[src/rtl/range_tlb_pkg.sv]
package range_tlb_pkg;
  typedef enum logic [2:0] {
    OP_NOP     = 3'd0,
    OP_INSERT  = 3'd1,
    OP_PURGE   = 3'd2,
    OP_FLUSH   = 3'd3,
    OP_BLK_SET = 3'd4,
    OP_BLK_CLR = 3'd5
  } tlb_op_e;
endpackage

[src/rtl/range_tlb_match.sv]
module range_tlb_match #(
  parameter int NUM_ENT = 16,
  parameter int VPN_W   = 20,
  parameter int IDX_W   = $clog2(NUM_ENT)
) (
  input  logic [NUM_ENT-1:0] vld,
  input  logic [VPN_W-1:0]   lo [NUM_ENT],
  input  logic [VPN_W-1:0]   hi [NUM_ENT],
  input  logic [VPN_W-1:0]   vpn,
  output logic               hit,
  output logic [IDX_W-1:0]   idx
);
  logic [NUM_ENT-1:0] in_rng;

  for (genvar g = 0; g < NUM_ENT; g++) begin : g_cmp
    assign in_rng[g] = vld[g] && (vpn >= lo[g]) && (vpn <= hi[g]);
  end

  // lowest index wins
  always_comb begin
    hit = |in_rng;
    idx = '0;
    for (int i = NUM_ENT - 1; i >= 0; i--) begin
      if (in_rng[i]) idx = IDX_W'(i);
    end
  end
endmodule

[src/rtl/range_tlb_overlap.sv]
module range_tlb_overlap #(
  parameter int NUM_ENT = 16,
  parameter int NUM_BLK = 4,
  parameter int VPN_W   = 20
) (
  input  logic [NUM_ENT-1:0] vld,
  input  logic [VPN_W-1:0]   lo [NUM_ENT],
  input  logic [VPN_W-1:0]   hi [NUM_ENT],
  input  logic [VPN_W-1:0]   q_lo,
  input  logic [VPN_W-1:0]   q_hi,
  output logic [NUM_ENT-1:0] kill
);
  for (genvar g = 0; g < NUM_ENT; g++) begin : g_ovl
    if (g < NUM_BLK) begin : g_pinned
      assign kill[g] = 1'b0;
    end else begin : g_normal
      assign kill[g] = vld[g] && (lo[g] <= q_hi) && (q_lo <= hi[g]);
    end
  end
endmodule

[src/rtl/range_tlb_victim.sv]
module range_tlb_victim #(
  parameter int NUM_ENT = 16,
  parameter int NUM_BLK = 4,
  parameter int IDX_W   = $clog2(NUM_ENT)
) (
  input  logic               clk,
  input  logic               rst_n,
  input  logic [NUM_ENT-1:0] free,
  input  logic               take,
  input  logic               rewind,
  output logic [IDX_W-1:0]   pick
);
  localparam logic [IDX_W-1:0] FIRST = IDX_W'(NUM_BLK);
  localparam logic [IDX_W-1:0] LAST  = IDX_W'(NUM_ENT - 1);

  logic [IDX_W-1:0] rr_q;
  logic [IDX_W-1:0] first_free;
  logic             any_free;

  always_comb begin
    any_free   = 1'b0;
    first_free = FIRST;
    for (int i = NUM_ENT - 1; i >= NUM_BLK; i--) begin
      if (free[i]) begin
        any_free   = 1'b1;
        first_free = IDX_W'(i);
      end
    end
    pick = any_free ? first_free : rr_q;
  end

  always_ff @(posedge clk) begin
    if (!rst_n) begin
      rr_q <= FIRST;
    end else if (rewind) begin
      rr_q <= FIRST;
    end else if (take && !any_free) begin
      rr_q <= (rr_q == LAST) ? FIRST : rr_q + 1'b1;
    end
  end
endmodule

[src/rtl/range_tlb.sv]
module range_tlb
  import range_tlb_pkg::*;
#(
  parameter int NUM_ENT   = 16,
  parameter int NUM_BLK   = 4,
  parameter int VA_W      = 32,
  parameter int PA_W      = 32,
  parameter int PAGE_BITS = 12,
  parameter int RIGHTS_W  = 7,
  localparam int IDX_W    = $clog2(NUM_ENT),
  localparam int VPN_W    = VA_W - PAGE_BITS,
  localparam int PPN_W    = PA_W - PAGE_BITS
) (
  input  logic                clk,
  input  logic                rst_n,
  input  logic                cmd_valid,
  input  logic [2:0]          cmd_op,
  input  logic [VA_W-1:0]     cmd_va,
  input  logic [3:0]          cmd_size,
  input  logic [PPN_W-1:0]    cmd_ppn,
  input  logic [RIGHTS_W-1:0] cmd_rights,
  input  logic                cmd_dirty,
  input  logic                cmd_trap,
  input  logic [IDX_W-1:0]    cmd_slot,
  input  logic [VPN_W-1:0]    cmd_len,
  output logic                rsp_valid,
  output logic                rsp_bad,
  input  logic                lk_valid,
  input  logic                lk_fetch,
  input  logic [VA_W-1:0]     lk_va,
  output logic                lk_hit,
  output logic                lk_miss_inst,
  output logic                lk_miss_data,
  output logic [PA_W-1:0]     lk_pa,
  output logic [IDX_W-1:0]    lk_slot,
  output logic [RIGHTS_W-1:0] lk_rights,
  output logic                lk_dirty,
  output logic                lk_trap
);
  localparam logic [NUM_ENT-1:0] BLK_MASK =
    {{(NUM_ENT - NUM_BLK){1'b0}}, {NUM_BLK{1'b1}}};

  // entry state
  logic [NUM_ENT-1:0]  vld_q, dty_q, trp_q;
  logic [VPN_W-1:0]    lo_q  [NUM_ENT];
  logic [VPN_W-1:0]    hi_q  [NUM_ENT];
  logic [PPN_W-1:0]    ppn_q [NUM_ENT];
  logic [RIGHTS_W-1:0] rgt_q [NUM_ENT];

  // 4^s pages minus one, saturated to the page-number width
  function automatic logic [VPN_W-1:0] span_m1(input logic [3:0] s);
    int sh;
    sh = 2 * int'(s);
    if (sh >= VPN_W) return '1;
    return VPN_W'((64'd1 << sh) - 64'd1);
  endfunction

  function automatic logic [VPN_W-1:0] add_sat(input logic [VPN_W-1:0] a,
                                               input logic [VPN_W-1:0] b);
    logic [VPN_W:0] t;
    t = {1'b0, a} + {1'b0, b};
    return t[VPN_W] ? '1 : t[VPN_W-1:0];
  endfunction

  // command decode
  tlb_op_e          op;
  logic [VPN_W-1:0] cmd_vpn, ins_m1, ins_lo, ins_hi, pg_hi, blk_hi;
  logic [VPN_W-1:0] q_lo, q_hi;
  logic [PPN_W-1:0] ins_ppn;
  logic             slot_ok, len_ok, cmd_bad;
  logic             do_ins, do_pur, do_all, do_bset, do_bclr;

  assign op      = tlb_op_e'(cmd_op);
  assign cmd_vpn = cmd_va[VA_W-1:PAGE_BITS];
  assign ins_m1  = span_m1(cmd_size);
  assign ins_lo  = cmd_vpn & ~ins_m1;
  assign ins_hi  = ins_lo | ins_m1;
  assign ins_ppn = cmd_ppn & ~PPN_W'(ins_m1);
  assign pg_hi   = add_sat(cmd_vpn, span_m1(cmd_va[3:0]));
  assign blk_hi  = add_sat(cmd_vpn, cmd_len - 1'b1);
  assign q_lo    = (op == OP_INSERT) ? ins_lo : cmd_vpn;
  assign q_hi    = (op == OP_INSERT) ? ins_hi : pg_hi;

  assign slot_ok = cmd_slot < IDX_W'(NUM_BLK);
  assign len_ok  = cmd_len != '0;

  assign do_ins  = cmd_valid && (op == OP_INSERT);
  assign do_pur  = cmd_valid && (op == OP_PURGE);
  assign do_all  = cmd_valid && (op == OP_FLUSH);
  assign do_bset = cmd_valid && (op == OP_BLK_SET) && slot_ok && len_ok;
  assign do_bclr = cmd_valid && (op == OP_BLK_CLR) && slot_ok;

  always_comb begin
    case (op)
      OP_INSERT, OP_PURGE, OP_FLUSH: cmd_bad = 1'b0;
      OP_BLK_SET:                    cmd_bad = !(slot_ok && len_ok);
      OP_BLK_CLR:                    cmd_bad = !slot_ok;
      default:                       cmd_bad = 1'b1;
    endcase
  end

  // overlap removal and slot choice
  logic [NUM_ENT-1:0] kill, vld_kept;
  logic [IDX_W-1:0]   pick;

  range_tlb_overlap #(
    .NUM_ENT(NUM_ENT), .NUM_BLK(NUM_BLK), .VPN_W(VPN_W)
  ) u_ovl (
    .vld(vld_q), .lo(lo_q), .hi(hi_q), .q_lo(q_lo), .q_hi(q_hi), .kill(kill)
  );

  assign vld_kept = vld_q & ~kill;

  range_tlb_victim #(
    .NUM_ENT(NUM_ENT), .NUM_BLK(NUM_BLK), .IDX_W(IDX_W)
  ) u_vic (
    .clk(clk), .rst_n(rst_n), .free(~vld_kept), .take(do_ins),
    .rewind(do_all), .pick(pick)
  );

  // next valid vector
  logic [NUM_ENT-1:0] vld_nxt;
  always_comb begin
    vld_nxt = vld_q;
    if (do_ins || do_pur) vld_nxt = vld_kept;
    if (do_ins)           vld_nxt[pick] = 1'b1;
    if (do_all)           vld_nxt = vld_q & BLK_MASK;
    if (do_bset)          vld_nxt[cmd_slot] = 1'b1;
    if (do_bclr)          vld_nxt[cmd_slot] = 1'b0;
  end

  // entry write port
  logic                wr_en;
  logic [IDX_W-1:0]    wr_idx;
  logic [VPN_W-1:0]    wr_lo, wr_hi;
  logic [PPN_W-1:0]    wr_ppn;
  logic                wr_dty, wr_trp;

  always_comb begin
    wr_en  = do_ins || do_bset;
    wr_idx = do_ins ? pick    : cmd_slot;
    wr_lo  = do_ins ? ins_lo  : cmd_vpn;
    wr_hi  = do_ins ? ins_hi  : blk_hi;
    wr_ppn = do_ins ? ins_ppn : cmd_ppn;
    wr_dty = do_ins ? cmd_dirty : 1'b1;
    wr_trp = do_ins ? cmd_trap  : 1'b0;
  end

  always_ff @(posedge clk) begin
    if (!rst_n) begin
      vld_q     <= '0;
      rsp_valid <= 1'b0;
      rsp_bad   <= 1'b0;
    end else begin
      vld_q     <= vld_nxt;
      rsp_valid <= cmd_valid;
      rsp_bad   <= cmd_valid && cmd_bad;
    end
  end

  always_ff @(posedge clk) begin
    if (wr_en) begin
      lo_q[wr_idx]  <= wr_lo;
      hi_q[wr_idx]  <= wr_hi;
      ppn_q[wr_idx] <= wr_ppn;
      rgt_q[wr_idx] <= cmd_rights;
      dty_q[wr_idx] <= wr_dty;
      trp_q[wr_idx] <= wr_trp;
    end
  end

  // lookup
  logic [VPN_W-1:0] lk_vpn, pg_dist;
  logic             m_hit;
  logic [IDX_W-1:0] m_idx;

  assign lk_vpn = lk_va[VA_W-1:PAGE_BITS];

  range_tlb_match #(
    .NUM_ENT(NUM_ENT), .VPN_W(VPN_W), .IDX_W(IDX_W)
  ) u_match (
    .vld(vld_q), .lo(lo_q), .hi(hi_q), .vpn(lk_vpn), .hit(m_hit), .idx(m_idx)
  );

  assign pg_dist      = lk_vpn - lo_q[m_idx];
  assign lk_hit       = lk_valid && m_hit;
  assign lk_miss_inst = lk_valid && !m_hit && lk_fetch;
  assign lk_miss_data = lk_valid && !m_hit && !lk_fetch;
  assign lk_slot      = lk_hit ? m_idx : '0;
  assign lk_pa        = lk_hit ? {ppn_q[m_idx] + PPN_W'(pg_dist),
                                  lk_va[PAGE_BITS-1:0]} : '0;
  assign lk_rights    = lk_hit ? rgt_q[m_idx] : '0;
  assign lk_dirty     = lk_hit && dty_q[m_idx];
  assign lk_trap      = lk_hit && trp_q[m_idx];
endmodule

[config.mk]
export PLATFORM = sky130hd
export DESIGN_NAME = range_tlb
export DESIGN_NICKNAME = d
export VERILOG_FILES = /design/src/rtl/range_tlb_pkg.sv /design/src/rtl/range_tlb_match.sv /design/src/rtl/range_tlb_overlap.sv /design/src/rtl/range_tlb_victim.sv /design/src/rtl/range_tlb.sv
export SDC_FILE = /design/constraint.sdc
export NUM_CORES = 2
export LEC_CHECK = 0
export ABC_AREA = 1
export BUFFER_PORTS_ARGS = -buffer_cell sky130_fd_sc_hd__buf_2
export CAP_MARGIN = 20
export CORE_MARGIN = 4
export CORE_UTILIZATION = 40
export CTS_CLUSTER_DIAMETER = 30
export CTS_CLUSTER_SIZE = 14
export DETAILED_ROUTE_END_ITERATION = 10
export SETUP_SLACK_MARGIN = 0.02
export SYNTH_ARGS = -nofsm -noshare
export SYNTH_HDL_FRONTEND = slang
export SYNTH_SLANG_ARGS = --single-unit
[constraint.sdc]
create_clock -name clk -period 14.1 [get_ports clk]
set_input_delay 2.115 -clock clk [delete_from_list [all_inputs] [get_ports clk]]
set_output_delay 2.115 -clock clk [all_outputs]
set_load 0.05 [all_outputs]
==> results.txt <==
Run status - finished clean
Fin Clk Skew - 96.63 ps
CTS tree - built
Number of port buffers - 170
Commonest cells after routing, fill and taps aside - ha_1, edfxtp_1, nand2_1, inv_1, nor2_1
Leak - 0.03880 uW
Clock tree buffer depth - 4
Largest net degree at the start of global routing - 86
Final antenna-violating net count - 0
Dominant synthesized flop cell - edfxtp_1
Max Slew Vio Count - 0
Final core occ - 0.4878
Pwr dens - 131.0 nW/um^2
CP max FO - 47
I/O pin cnt - 179
CORE AREA - 181,500 sq um
CP Launch Type - input port
Setup tns final - 0 ps
Postcts setup bufs - 0
Ys async rst share - 0
Synth Register Bits - 1,126
# hold bufs at CTS - 0
Max Cap Viol - 0
H-tree depth - 5
Crit path required time - 11,980 ps
Slowest cell delay on critical path - 750 ps
Class of the worst hold path - reg2reg
Starting Density - 0.4041
Clock-pin slew of the registers on the worst-case setup and hold paths - 50 ps
Most common cell after layout, fill and taps aside - ha_1
Post-Synthesis Cells - 7,504
Post-synth top area cell - edfxtp_1
Total congestion overflow - 0
Post-synth EDFFs - 1,104
Avg Cell Area, Syn - 9.776 sq um
Die area - 190,300 sq um
RSZ-0062 raised after global routing - false
# setup viols final - 0
Num CTS Buffers - 299
Share of the synthesized area in the top cell type - 0.4519
Final Hold Viols - 0
Initial antenna violation count - 16
Seq/Total Area, Yosys - 0.4579
Layout Nets - 9,373
Synth warn - 0
DRT iter0 DRCs - 5,519
Final period util - 0.9306
First-pass GRT wire length - 381,400 um
Fillers - 16,520
CTS root buffer - clkbuf_16
Clk Latency, worst-skew pair - 940 ps
Synthesized Nets - 8,827
Top cells by area, synth - edfxtp_1, ha_1, nand2_1
Achievable clock frequency - 0.07621 GHz
Most used cell, CP - nand2_1
Slew @ Worst Pin - 1241 ps
Total Wirelength - 265,500 um
DRC Markers - 0
Vias/cell - 5.641
Row cnt - 156
Slew Limit Headroom - 0.1725
Synth-to-layout area growth - 20.71%
Worst setup EP type - output pin
Wire per inst - 24.91 um
DIE HEIGHT - 436.3 um
Distinct cells, synth - 73
Post-DP HPWL - 185,500 um
Min cycle time layout - 13,120 ps
Worst path slowest cell - buf_2
Critical path type - in2out
Worst EP arrival - 11,010 ps
Proportion of layout cells with a drive suffix above 1 - 0.1165
Vias in the first global route - 58,560
1st-pass router iterations - 6
DR vias - 60,120
Resize count post-CTS - 0
Mapped Area - 73,360 sq um
Die Wd - 436.3 um
Maximum VDD drop - 0.0001994 V
Clk sinks - 1,126
Total GRT Usage - 0.2716
RePlAce Congestion - 0.9468
-- cell families after synthesis --
group	Yosys count	synth area share
compound gates	1530	0.1221
xor+xnor	57	0.006805
fa+ha+maj	1194	0.2058
buf+inv	1214	0.06396
flops	1126	0.4579
mux	42	0.005731
simple gates	2341	0.1377
-- where the power goes --
group / total (uW) / switching (uW) / internal (uW)
combinational: 1390 / 968 / 426
clock: 6460 / 2000 / 4460
sequential: 3750 / 3.35 / 3750
-- critical path: cells and delay by family --
kind / cells / cell delay (ps)
simple gates: 31 / 3440
fa+ha+maj: 3 / 950
compound gates: 12 / 1650
buf+inv: 10 / 2750
-- metal layers --
layer  share of wire  up-vias  track usage
met4           0.064       10       0.1538
li1                -    28010            -
met2            0.45     2486       0.4381
met3           0.077      706      0.04814
met1            0.41    28910       0.3444
met5         0.00027        -            0
-- path summary, 6_finish.rpt --
path                                    start       endpoint  slack [ps]  cells past startpoint
worst max-delay path                lk_va[17]      lk_pa[30]         980                     56
worst min-delay path            u_vic.rr_q[1]  u_vic.rr_q[1]         490                      2
worst max register to register      lo_q[179]    ppn_q[2][2]        8080                     22
worst min register to register  u_vic.rr_q[1]  u_vic.rr_q[1]         490                      2
-- metrics by stage --
stage	total power [uW]	cells	setup slack (ps)	instance area, sq um	hold WS [ps]
after floorplan	4521	7504	2080	73370	453.1
after global placement	5120	10110	1187	78920	475.9
after detailed placement	5163	10120	1215	78970	485.8
after CTS	11630	10630	1171	88450	491.3
after global routing	11970	10660	258.2	88550	521.6
final	11600	10660	978.1	88550	493.7
-- cells in the mapped netlist, drive strengths merged, types with 13 or more instances --
master,instances
nand3,305
o21bai,24
fa,21
nor3,63
o21a,16
o221ai,76
nor2,662
a31oi,22
mux2i,42
dfxtp,22
o32ai,31
edfxtp,1104
a21oi,625
xor2,37
o211ai,114
xnor2,20
o21ai,446
nand4,161
a22oi,13
ha,1173
a21o,16
a211oi,42
nor4,22
clkbuf,98
buf,79
nand2,1077
inv,1035
nand3b,26
o22ai,27
a21boi,18
-- cell type report --
type | instances | area [sq um] | area share
clock buffer | 346 | 7775 | 0.08780
timing repair buffer | 422 | 3188 | 0.03600
tap | 2370 | 2965 | 0.03349
inverter | 1037 | 3920 | 0.04427
multi-input combinational | 5164 | 35340 | 0.3990
sequential | 1126 | 33590 | 0.3793
antenna | 25 | 62.56 | 0.0007065
clock inverter | 168 | 1714 | 0.01936
-- registers in the layout, summed over array words and instances, names as in the netlist --
register    flops
lo_q          320
rsp_bad         1
ppn_q         320
rsp_valid       1
dty_q          16
rgt_q         112
vld_q          16
u_vic.rr_q      4
trp_q          16
hi_q          320
Note: power is estimated with default switching activity, not from simulation.
